--- src/rtl/rsv_pkg.sv ---
package rsv_pkg;

    typedef enum logic [2:0] {
        OP_NONE  = 3'd0,
        OP_LOAD  = 3'd1,
        OP_STORE = 3'd2,
        OP_LR    = 3'd3,
        OP_SC    = 3'd4,
        OP_AMO   = 3'd5
    } op_e;

    localparam logic [1:0] TR_IDLE   = 2'b00;
    localparam logic [1:0] TR_NONSEQ = 2'b10;

    localparam int CAUSE_LOAD_FAULT  = 5;
    localparam int CAUSE_STORE_FAULT = 7;

    // One outstanding data phase: real transfer or locally dropped SC
    typedef struct packed {
        logic       valid;
        logic       local_sc;
        logic [2:0] kind;
    } dph_t;

endpackage

--- src/rtl/rsv_issue.sv ---
module rsv_issue
    import rsv_pkg::*;
#(
    parameter int AW = 32
) (
    input  logic [2:0]    op_kind,
    input  logic [AW-1:0] op_addr,
    input  logic          flush,
    input  logic          hready,
    input  logic          rsv_fwd,
    output logic [1:0]    htrans,
    output logic          hexcl,
    output logic          hwrite,
    output logic [AW-1:0] haddr,
    output logic          acc_valid,
    output logic          acc_local,
    output logic [2:0]    acc_kind,
    output logic          amo_clear
);

    logic is_mem;
    logic is_excl;
    logic is_wr;
    logic live;
    logic suppress;
    logic on_bus;

    always_comb begin
        is_mem  = 1'b0;
        is_excl = 1'b0;
        is_wr   = 1'b0;
        case (op_kind)
            OP_LOAD:  is_mem = 1'b1;
            OP_STORE: begin is_mem = 1'b1; is_wr = 1'b1; end
            OP_LR:    begin is_mem = 1'b1; is_excl = 1'b1; end
            OP_SC:    begin is_mem = 1'b1; is_excl = 1'b1; is_wr = 1'b1; end
            OP_AMO:   is_mem = 1'b1;
            default:  is_mem = 1'b0;
        endcase

        live     = is_mem && !flush;
        // SC without reservation never reaches the bus
        suppress = (op_kind == OP_SC) && !rsv_fwd;
        on_bus   = live && !suppress;

        htrans    = on_bus ? TR_NONSEQ : TR_IDLE;
        hexcl     = on_bus && is_excl;
        hwrite    = on_bus && is_wr;
        haddr     = on_bus ? op_addr : '0;

        acc_valid = live && hready;
        acc_local = suppress;
        acc_kind  = op_kind;
        amo_clear = live && hready && (op_kind == OP_AMO);
    end

endmodule

--- src/rtl/rsv_dphase.sv ---
module rsv_dphase
    import rsv_pkg::*;
#(
    parameter int DW = 32,
    parameter int CW = 4
) (
    input  logic          clk,
    input  logic          rst_n,
    input  logic          hready,
    input  logic          hresp_err,
    input  logic          hexokay,
    input  logic [DW-1:0] hrdata,
    input  logic          acc_valid,
    input  logic          acc_local,
    input  logic [2:0]    acc_kind,
    output logic          dph_valid,
    output logic          dph_local,
    output logic [2:0]    dph_kind,
    output logic          rd_we,
    output logic [DW-1:0] rd_wdata,
    output logic          exc_valid,
    output logic [CW-1:0] exc_cause,
    output logic          lr_done,
    output logic          sc_done,
    output logic          excl_grant
);

    dph_t st_q;
    dph_t st_d;
    logic done;

    always_comb begin
        st_d = st_q;
        if (hready) begin
            st_d.valid    = acc_valid;
            st_d.local_sc = acc_valid && acc_local;
            st_d.kind     = acc_valid ? acc_kind : OP_NONE;
        end

        done      = st_q.valid && hready;
        rd_we     = 1'b0;
        rd_wdata  = '0;
        exc_valid = 1'b0;
        exc_cause = '0;

        if (done) begin
            if (st_q.local_sc) begin
                rd_we = 1'b1;
            end else if (hresp_err) begin
                exc_valid = 1'b1;
                if (st_q.kind == OP_LOAD || st_q.kind == OP_LR)
                    exc_cause = CW'(CAUSE_LOAD_FAULT);
                else
                    exc_cause = CW'(CAUSE_STORE_FAULT);
            end else begin
                case (st_q.kind)
                    OP_LOAD, OP_LR, OP_AMO: begin
                        rd_we    = 1'b1;
                        rd_wdata = hrdata;
                    end
                    OP_SC: begin
                        rd_we    = 1'b1;
                        rd_wdata = hexokay ? '0 : DW'(1);
                    end
                    default: rd_we = 1'b0;
                endcase
            end
        end

        lr_done    = done && !st_q.local_sc && (st_q.kind == OP_LR);
        sc_done    = done && (st_q.kind == OP_SC);
        excl_grant = hexokay && !hresp_err;
    end

    always_ff @(posedge clk or negedge rst_n) begin
        if (!rst_n) st_q <= '0;
        else        st_q <= st_d;
    end

    assign dph_valid = st_q.valid;
    assign dph_local = st_q.local_sc;
    assign dph_kind  = st_q.kind;

endmodule

--- src/rtl/rsv_monitor.sv ---
module rsv_monitor (
    input  logic clk,
    input  logic rst_n,
    input  logic lr_done,
    input  logic sc_done,
    input  logic excl_grant,
    input  logic amo_clear,
    output logic rsv_q,
    output logic rsv_fwd
);

    logic rsv_d;

    always_comb begin
        // Value after this cycle's data-phase completion, seen by issue
        if (sc_done)      rsv_fwd = 1'b0;
        else if (lr_done) rsv_fwd = excl_grant;
        else              rsv_fwd = rsv_q;
        rsv_d = amo_clear ? 1'b0 : rsv_fwd;
    end

    always_ff @(posedge clk or negedge rst_n) begin
        if (!rst_n) rsv_q <= 1'b0;
        else        rsv_q <= rsv_d;
    end

endmodule

--- src/rtl/rsv_unit.sv ---
module rsv_unit
    import rsv_pkg::*;
#(
    parameter int AW = 32,
    parameter int DW = 32,
    parameter int CW = 4
) (
    input  logic          clk,
    input  logic          rst_n,
    input  logic [2:0]    op_kind,
    input  logic [AW-1:0] op_addr,
    input  logic          flush,
    input  logic          hready,
    input  logic          hresp_err,
    input  logic          hexokay,
    input  logic [DW-1:0] hrdata,
    output logic [1:0]    htrans,
    output logic          hexcl,
    output logic          hwrite,
    output logic [AW-1:0] haddr,
    output logic          rd_we,
    output logic [DW-1:0] rd_wdata,
    output logic          exc_valid,
    output logic [CW-1:0] exc_cause
);

    logic       rsv_q;
    logic       rsv_fwd;
    logic       acc_valid;
    logic       acc_local;
    logic [2:0] acc_kind;
    logic       amo_clear;
    logic       dph_valid;
    logic       dph_local;
    logic [2:0] dph_kind;
    logic       lr_done;
    logic       sc_done;
    logic       excl_grant;

    rsv_issue #(.AW(AW)) u_issue (
        .op_kind   (op_kind),
        .op_addr   (op_addr),
        .flush     (flush),
        .hready    (hready),
        .rsv_fwd   (rsv_fwd),
        .htrans    (htrans),
        .hexcl     (hexcl),
        .hwrite    (hwrite),
        .haddr     (haddr),
        .acc_valid (acc_valid),
        .acc_local (acc_local),
        .acc_kind  (acc_kind),
        .amo_clear (amo_clear)
    );

    rsv_dphase #(.DW(DW), .CW(CW)) u_dphase (
        .clk        (clk),
        .rst_n      (rst_n),
        .hready     (hready),
        .hresp_err  (hresp_err),
        .hexokay    (hexokay),
        .hrdata     (hrdata),
        .acc_valid  (acc_valid),
        .acc_local  (acc_local),
        .acc_kind   (acc_kind),
        .dph_valid  (dph_valid),
        .dph_local  (dph_local),
        .dph_kind   (dph_kind),
        .rd_we      (rd_we),
        .rd_wdata   (rd_wdata),
        .exc_valid  (exc_valid),
        .exc_cause  (exc_cause),
        .lr_done    (lr_done),
        .sc_done    (sc_done),
        .excl_grant (excl_grant)
    );

    rsv_monitor u_monitor (
        .clk        (clk),
        .rst_n      (rst_n),
        .lr_done    (lr_done),
        .sc_done    (sc_done),
        .excl_grant (excl_grant),
        .amo_clear  (amo_clear),
        .rsv_q      (rsv_q),
        .rsv_fwd    (rsv_fwd)
    );

endmodule

--- config.mk ---
export PLATFORM = sky130hd
export DESIGN_NAME = rsv_unit
export DESIGN_NICKNAME = d
export VERILOG_FILES = /design/src/rtl/rsv_pkg.sv /design/src/rtl/rsv_issue.sv /design/src/rtl/rsv_dphase.sv /design/src/rtl/rsv_monitor.sv /design/src/rtl/rsv_unit.sv
export SDC_FILE = /design/constraint.sdc
export NUM_CORES = 1
export LEC_CHECK = 0
export ABC_AREA = 0
export BUFFER_PORTS_ARGS = -buffer_cell sky130_fd_sc_hd__buf_4
export CAP_MARGIN = 40
export CORE_MARGIN = 10
export CORE_UTILIZATION = 32
export CTS_CLUSTER_SIZE = 20
export DETAILED_ROUTE_END_ITERATION = 8
export GPL_TIMING_DRIVEN = 1
export PLACE_DENSITY = 0.86
export SLEW_MARGIN = 20
export SYNTH_ARGS = -nofsm -noshare
export SYNTH_HDL_FRONTEND = slang
export SYNTH_SLANG_ARGS = --single-unit
--- constraint.sdc ---
create_clock -name clk -period 2.55 [get_ports clk]
set_clock_uncertainty 0.1 [all_clocks]
set_input_delay 0.255 -clock clk [delete_from_list [all_inputs] [get_ports clk]]
set_output_delay 0.255 -clock clk [all_outputs]
set_load 0.01 [all_outputs]
# Word-level counts from Yosys, hierarchy flattened

Index checks and enable logic that the tools add are counted.

Eq/ne operators: 9
Muxes and demuxes: 25
Reduce and logical (&&, ||, !) cells: 24

Operators with widths:

| cell               | number |
|---|---|
| $mux 32            | 4 |
| $pmux 32 s2        | 1 |
| $mux 1             | 14 |
| $logic_and 1x1->1  | 13 |
| $eq 3x3->1 const B | 4 |
| $mux 4             | 3 |
| $eq 3x2->1 const B | 3 |
| $eq 3x1->1 const B | 2 |
| $logic_not 1->1    | 5 |
| $reduce_or 5->1    | 1 |
| $mux 2             | 2 |
| $reduce_or 2->1    | 2 |
| $reduce_or 4->1    | 1 |
| $mux 3             | 1 |
| $reduce_or 3->1    | 1 |
| $logic_or 1x1->1   | 1 |

Logic and storage cells: 62
Output and inout bits: 74
Register bits: 6
Input bits: 73

# Depth between registers and ports, before layout

Word-level depth: 10
Gate-level depth with buffers: 6
Gate-level depth less buffers: 4

# Cells and area by module

From an unflattened synthesis, not the netlist that was laid out.

Cells, all modules: 138
Area, all modules: 1153.6 sq um

Modules (own cells, without submodules):

| module      | cells each | area each (sq um) | instances | sequential area each (sq um) |
|---|---|---|---|---|
| rsv_dphase  | 73         | 578.1             | 1         | 125.1 |
| rsv_issue   | 61         | 526.8             | 1         | 0.0 |
| rsv_monitor | 4          | 48.8              | 1         | 25.0 |

# Worst setup path after synthesis

OpenSTA, ideal clock, no wires.

Kind: register -> output
From: register u_dphase.st_q, in the netlist u_dphase.dph_kind[1]
To: output port haddr[10]
Required time: 2.195 ns
Buffers on the path: 1
Arrival time: 1.430 ns
Cell stages (with the launch flop): 6
Slack: 0.765 ns
Cells stage by stage: dfrtp_1 nand2b_1 or3_4 a31oi_4 buf_6 nor2_1

Word-level cells in the longest chain between the ends: 9
Elaborated cells on any way between the ends: 11
Classes of those cells: 2 x eq/ne; 3 x mux; 6 x reduce/logical

Ends and longest elaborated chain:

| item                   | line              | source |
|---|---|---|
| start, declared        | rsv_dphase.sv:28  | `dph_t st_q;` |
| start signal, assigned | rsv_dphase.sv:77  | `else st_q <= st_d;` |
| $eq 3x2->1             | rsv_dphase.sv:70  | `lr_done = done && !st_q.local_sc && (st_q.kind == OP_LR);` |
| $logic_and 1x1->1      | rsv_dphase.sv:70  |  |
| $mux 1                 | rsv_monitor.sv:17 | `else if (lr_done) rsv_fwd = excl_grant;` |
| $mux 1 (*)             | rsv_monitor.sv:16 | `if (sc_done) rsv_fwd = 1'b0;` |
| $logic_not 1->1 (*)    | rsv_issue.sv:43   | `suppress = (op_kind == OP_SC) && !rsv_fwd;` |
| $logic_and 1x1->1 (*)  | rsv_issue.sv:43   |  |
| $logic_not 1->1 (*)    | rsv_issue.sv:44   | `on_bus = live && !suppress;` |
| $logic_and 1x1->1 (*)  | rsv_issue.sv:44   |  |
| $mux 32 (*)            | rsv_issue.sv:49   | `haddr = on_bus ? op_addr : '0;` |
| end, declared          | rsv_unit.sv:20    | `output logic [AW-1:0] haddr,` |

Every way passes the cells marked *; elsewhere a longest branch is shown, timed or not.

# Worst setup path after layout

From: register u_dphase.st_q, in the netlist u_dphase.dph_kind[1]
To: output port haddr[11]

The elaborated chain is that of the path after synthesis.

==> results.tsv <==
stage	metric	value	unit
status	status	finished, final reports clean	
timing	setup_tns	0	ps
worst_setup_path	r2r-end	u_dphase.dph_local	
hold_path	min-delay-start	hready	
layout	finalInstanceArea	2117	µm²
worst_setup_path	critPathSlowestCell	dfrtp_1	
route	drtPass1Iterations	4	
power_and_ir_drop	power	451.0	µW
run	cap_violations	0	
worst_setup_path	slowest_delay	420	ps
hold_path	whs_path_depth	2	
timing	final_max_slew_viol_count	0	
layout	fin_nets	375	
logic_synthesis	yosys_warnings	0	
logic_synthesis	ys.flop_type	dfrtp_1	
power_and_ir_drop	power_density	213.0	nW/µm²
hold_path	hold_end	u_monitor.rsv_q	
worst_setup_path	critPathLaunchType	flip-flop	
logic_synthesis	avgSynthCellArea	6.110	µm²
die	die_w	75.79	µm
worst_setup_path	path_class	reg2out	
timing	holdWs	181.8	ps
logic_synthesis	synth_cells	163	
logic_synthesis	synthDistinctLibCells	32	
power_and_ir_drop	cellLeakagePower	0.001216	µW
die	start_util	32.89	%
power_and_ir_drop	irDropWorstVdd	0.3179	mV
global_routing	grt_pass1_vias	1423	
logic_synthesis	synth-seq-cells	6	
global_routing	grt_max_degree	32	
die	die_h	75.79	µm
timing	finalCriticalPeriod	2398	ps
route	wl_per_cell	14.86	µm
clock_network	clkTransAtPathRegs	40	ps
timing	setup_viol	0	
worst_setup_path	crit_fanout	24	
worst_setup_path	cp.arrival	2040	ps
place	post_dp_cell_area	2085	µm²
clock_network	root_buffer	clkbuf_4	
die	die_area	5744	µm²
route	drc	0	
worst_setup_path	reg2reg_depth	4	
logic_synthesis	yosysSeqAreaShare	15.08	%
die	io_pins	147	
timing	rsz0062_at_grt	false	
logic_synthesis	synth_top_cells_by_count	nand2_1, nor2_1, and2_1	
clock_network	clk_latency	240	ps
layout	area_delta_synth_final	112.6	%
timing	hold_viol	0	
timing	period_share	94.03	%
place	port_buffers	144	
logic_synthesis	yosys.cell_count.top_type	nand2_1	
logic_synthesis	async_reset_ff_share	100.0	%
worst_setup_path	cp_data_required_time	2190	ps
route	via_per_inst	4.506	
layout	n_antenna_cell	0	
worst_setup_path	r2r-start	u_dphase.dph_kind[1]	
worst_setup_path	reg2reg_setup_slack	790	ps
logic_synthesis	yosysTopAreaCell	and2_1	
worst_setup_path	path_cells	nand2b_1, or3_4, a31oi_4, buf_12, nor2_1, buf_4	
route	totalWireLength	5112	µm
logic_synthesis	yosysTopAreaCellShare	20.10	%
route	drt_iter0_markers	20	
route	ant_nets	0	
layout	drive_gt1_share	52.67	%
worst_setup_path	critPathBufInv	2	
clock_network	cts.sinks	6	
clock_network	cts_resized	0	
place	hpwl	4507	µm
place	gp_congestion	0.8256	
logic_synthesis	synth_enable_flop_cells	0	
route	vias	1550	
global_routing	grt_pass1_wl	7003	µm
clock_network	tritoncts	done	
worst_setup_path	crit_family	simple AND/OR/NAND/NOR gates	
hold_path	hold_class	in2reg	
die	placementRows	20	
clock_network	h-tree-depth	1	
die	core_area	3028	µm²
logic_synthesis	yosys-top-cells-area	and2_1, dfrtp_1, nand2_1	
clock_network	max-clock-path-buffers	2	
timing	fmax	417.0	MHz
global_routing	grt_usage	15.38	%
worst_setup_path	cp-end-kind	output pin	
global_routing	antenna_found_initial	0	
global_routing	grt_overflow_total	0	
logic_synthesis	synthesis.area	996.0	µm²
clock_network	cts_buffers	3	
[placed cells by master, fill, tap and decap left out, drive strengths merged, types with 2 or more instances in the layout]
| cell | instances |
|---|---|
| nor2 | 35 |
| a21oi | 3 |
| nand3 | 2 |
| dfrtp | 6 |
| nor2b | 4 |
| nand2b | 2 |
| a31o | 4 |
| clkbuf | 3 |
| nand2 | 37 |
| and2 | 32 |
| inv | 2 |
| buf | 148 |
| and3 | 2 |
| conb | 2 |
| o21ai | 3 |
[worst max path at each step]
| stage | cells past startpoint | end | startpoint | slack (ps) |
|---|---|---|---|---|
| 3_5_place_dp | 6 | haddr[11] | u_dphase.dph_kind[1] | 410 |
| 4_1_cts | 6 | haddr[11] | u_dphase.dph_kind[1] | 140 |
| 3_3_place_gp | 6 | haddr[11] | u_dphase.dph_kind[1] | 470 |
| 2_1_floorplan | 5 | haddr[10] | u_dphase.dph_kind[1] | 760 |
| 6_report | 6 | haddr[11] | u_dphase.dph_kind[1] | 150 |
| 5_1_grt | 6 | haddr[29] | u_dphase.dph_kind[1] | 70 |
[worst reg2reg max path, delay by kind of cell, from the launching register on]
family	cells	cell delay [ps]
AOI/OAI and AO/OA	2	630
and+or+nand+nor	2	540
DFF	1	420
[flip-flops by register name (all words and copies together), names as in the netlist]
register,cells
u_dphase.dph_kind,3
u_dphase.dph_local,1
u_dphase.dph_valid,1
u_monitor.rsv_q,1
[report_power, final]
part,internal (µW),switching (µW),total (µW)
logic,151,108,259
registers,103,7.56,110
clock network,52.9,29.2,82.1
total,306,145,451
[metal layers]
layer / GRT usage, % / share of wire (%) / vias to the layer above
met1: 14.29 / 34 / 690
met5: 0 / 0 / -
met4: 1.856 / 0.37 / 0
li1: - / - / 785
met3: 6.250 / 11 / 2
met2: 31.04 / 54 / 73
[logic make-up after synthesis]
kind of cell / after synthesis / synth area share [%]
flip-flops: 6 / 15.07
buffers and inverters: 18 / 11.43
multiplexers: 1 / 1.131
AND/OR/NAND/NOR: 123 / 60.80
XOR/XNOR: 1 / 0.8796
other: 1 / 0.3765
AO/OA/AOI/OAI: 13 / 10.30
[repair_timing]
item                                   CTS  global route
endpoints found under the hold margin    6             0
setup buffers                            0             0
hold buffers                             1             0
[final cells by class]
cell class / instances / area [µm²]
repair buffers: 149 / 1134
well taps: 44 / 55.05
clock buffers: 3 / 22.52
multi-input cells: 140 / 748.2
fillers: 273 / 910.9
flip-flops and latches: 6 / 150.1
inverters: 2 / 7.507
[stage by stage]
step	setup WS (ps)	instances	util, %
5_1_grt	67.70	344	69.92
2_1_floorplan	764.6	164	-
3_5_place_dp	406.9	340	68.84
6_report	152.2	344	69.92
3_3_place_gp	465.1	340	68.84
4_1_cts	139.2	344	69.92
Power figures use the tool's default switching activity.
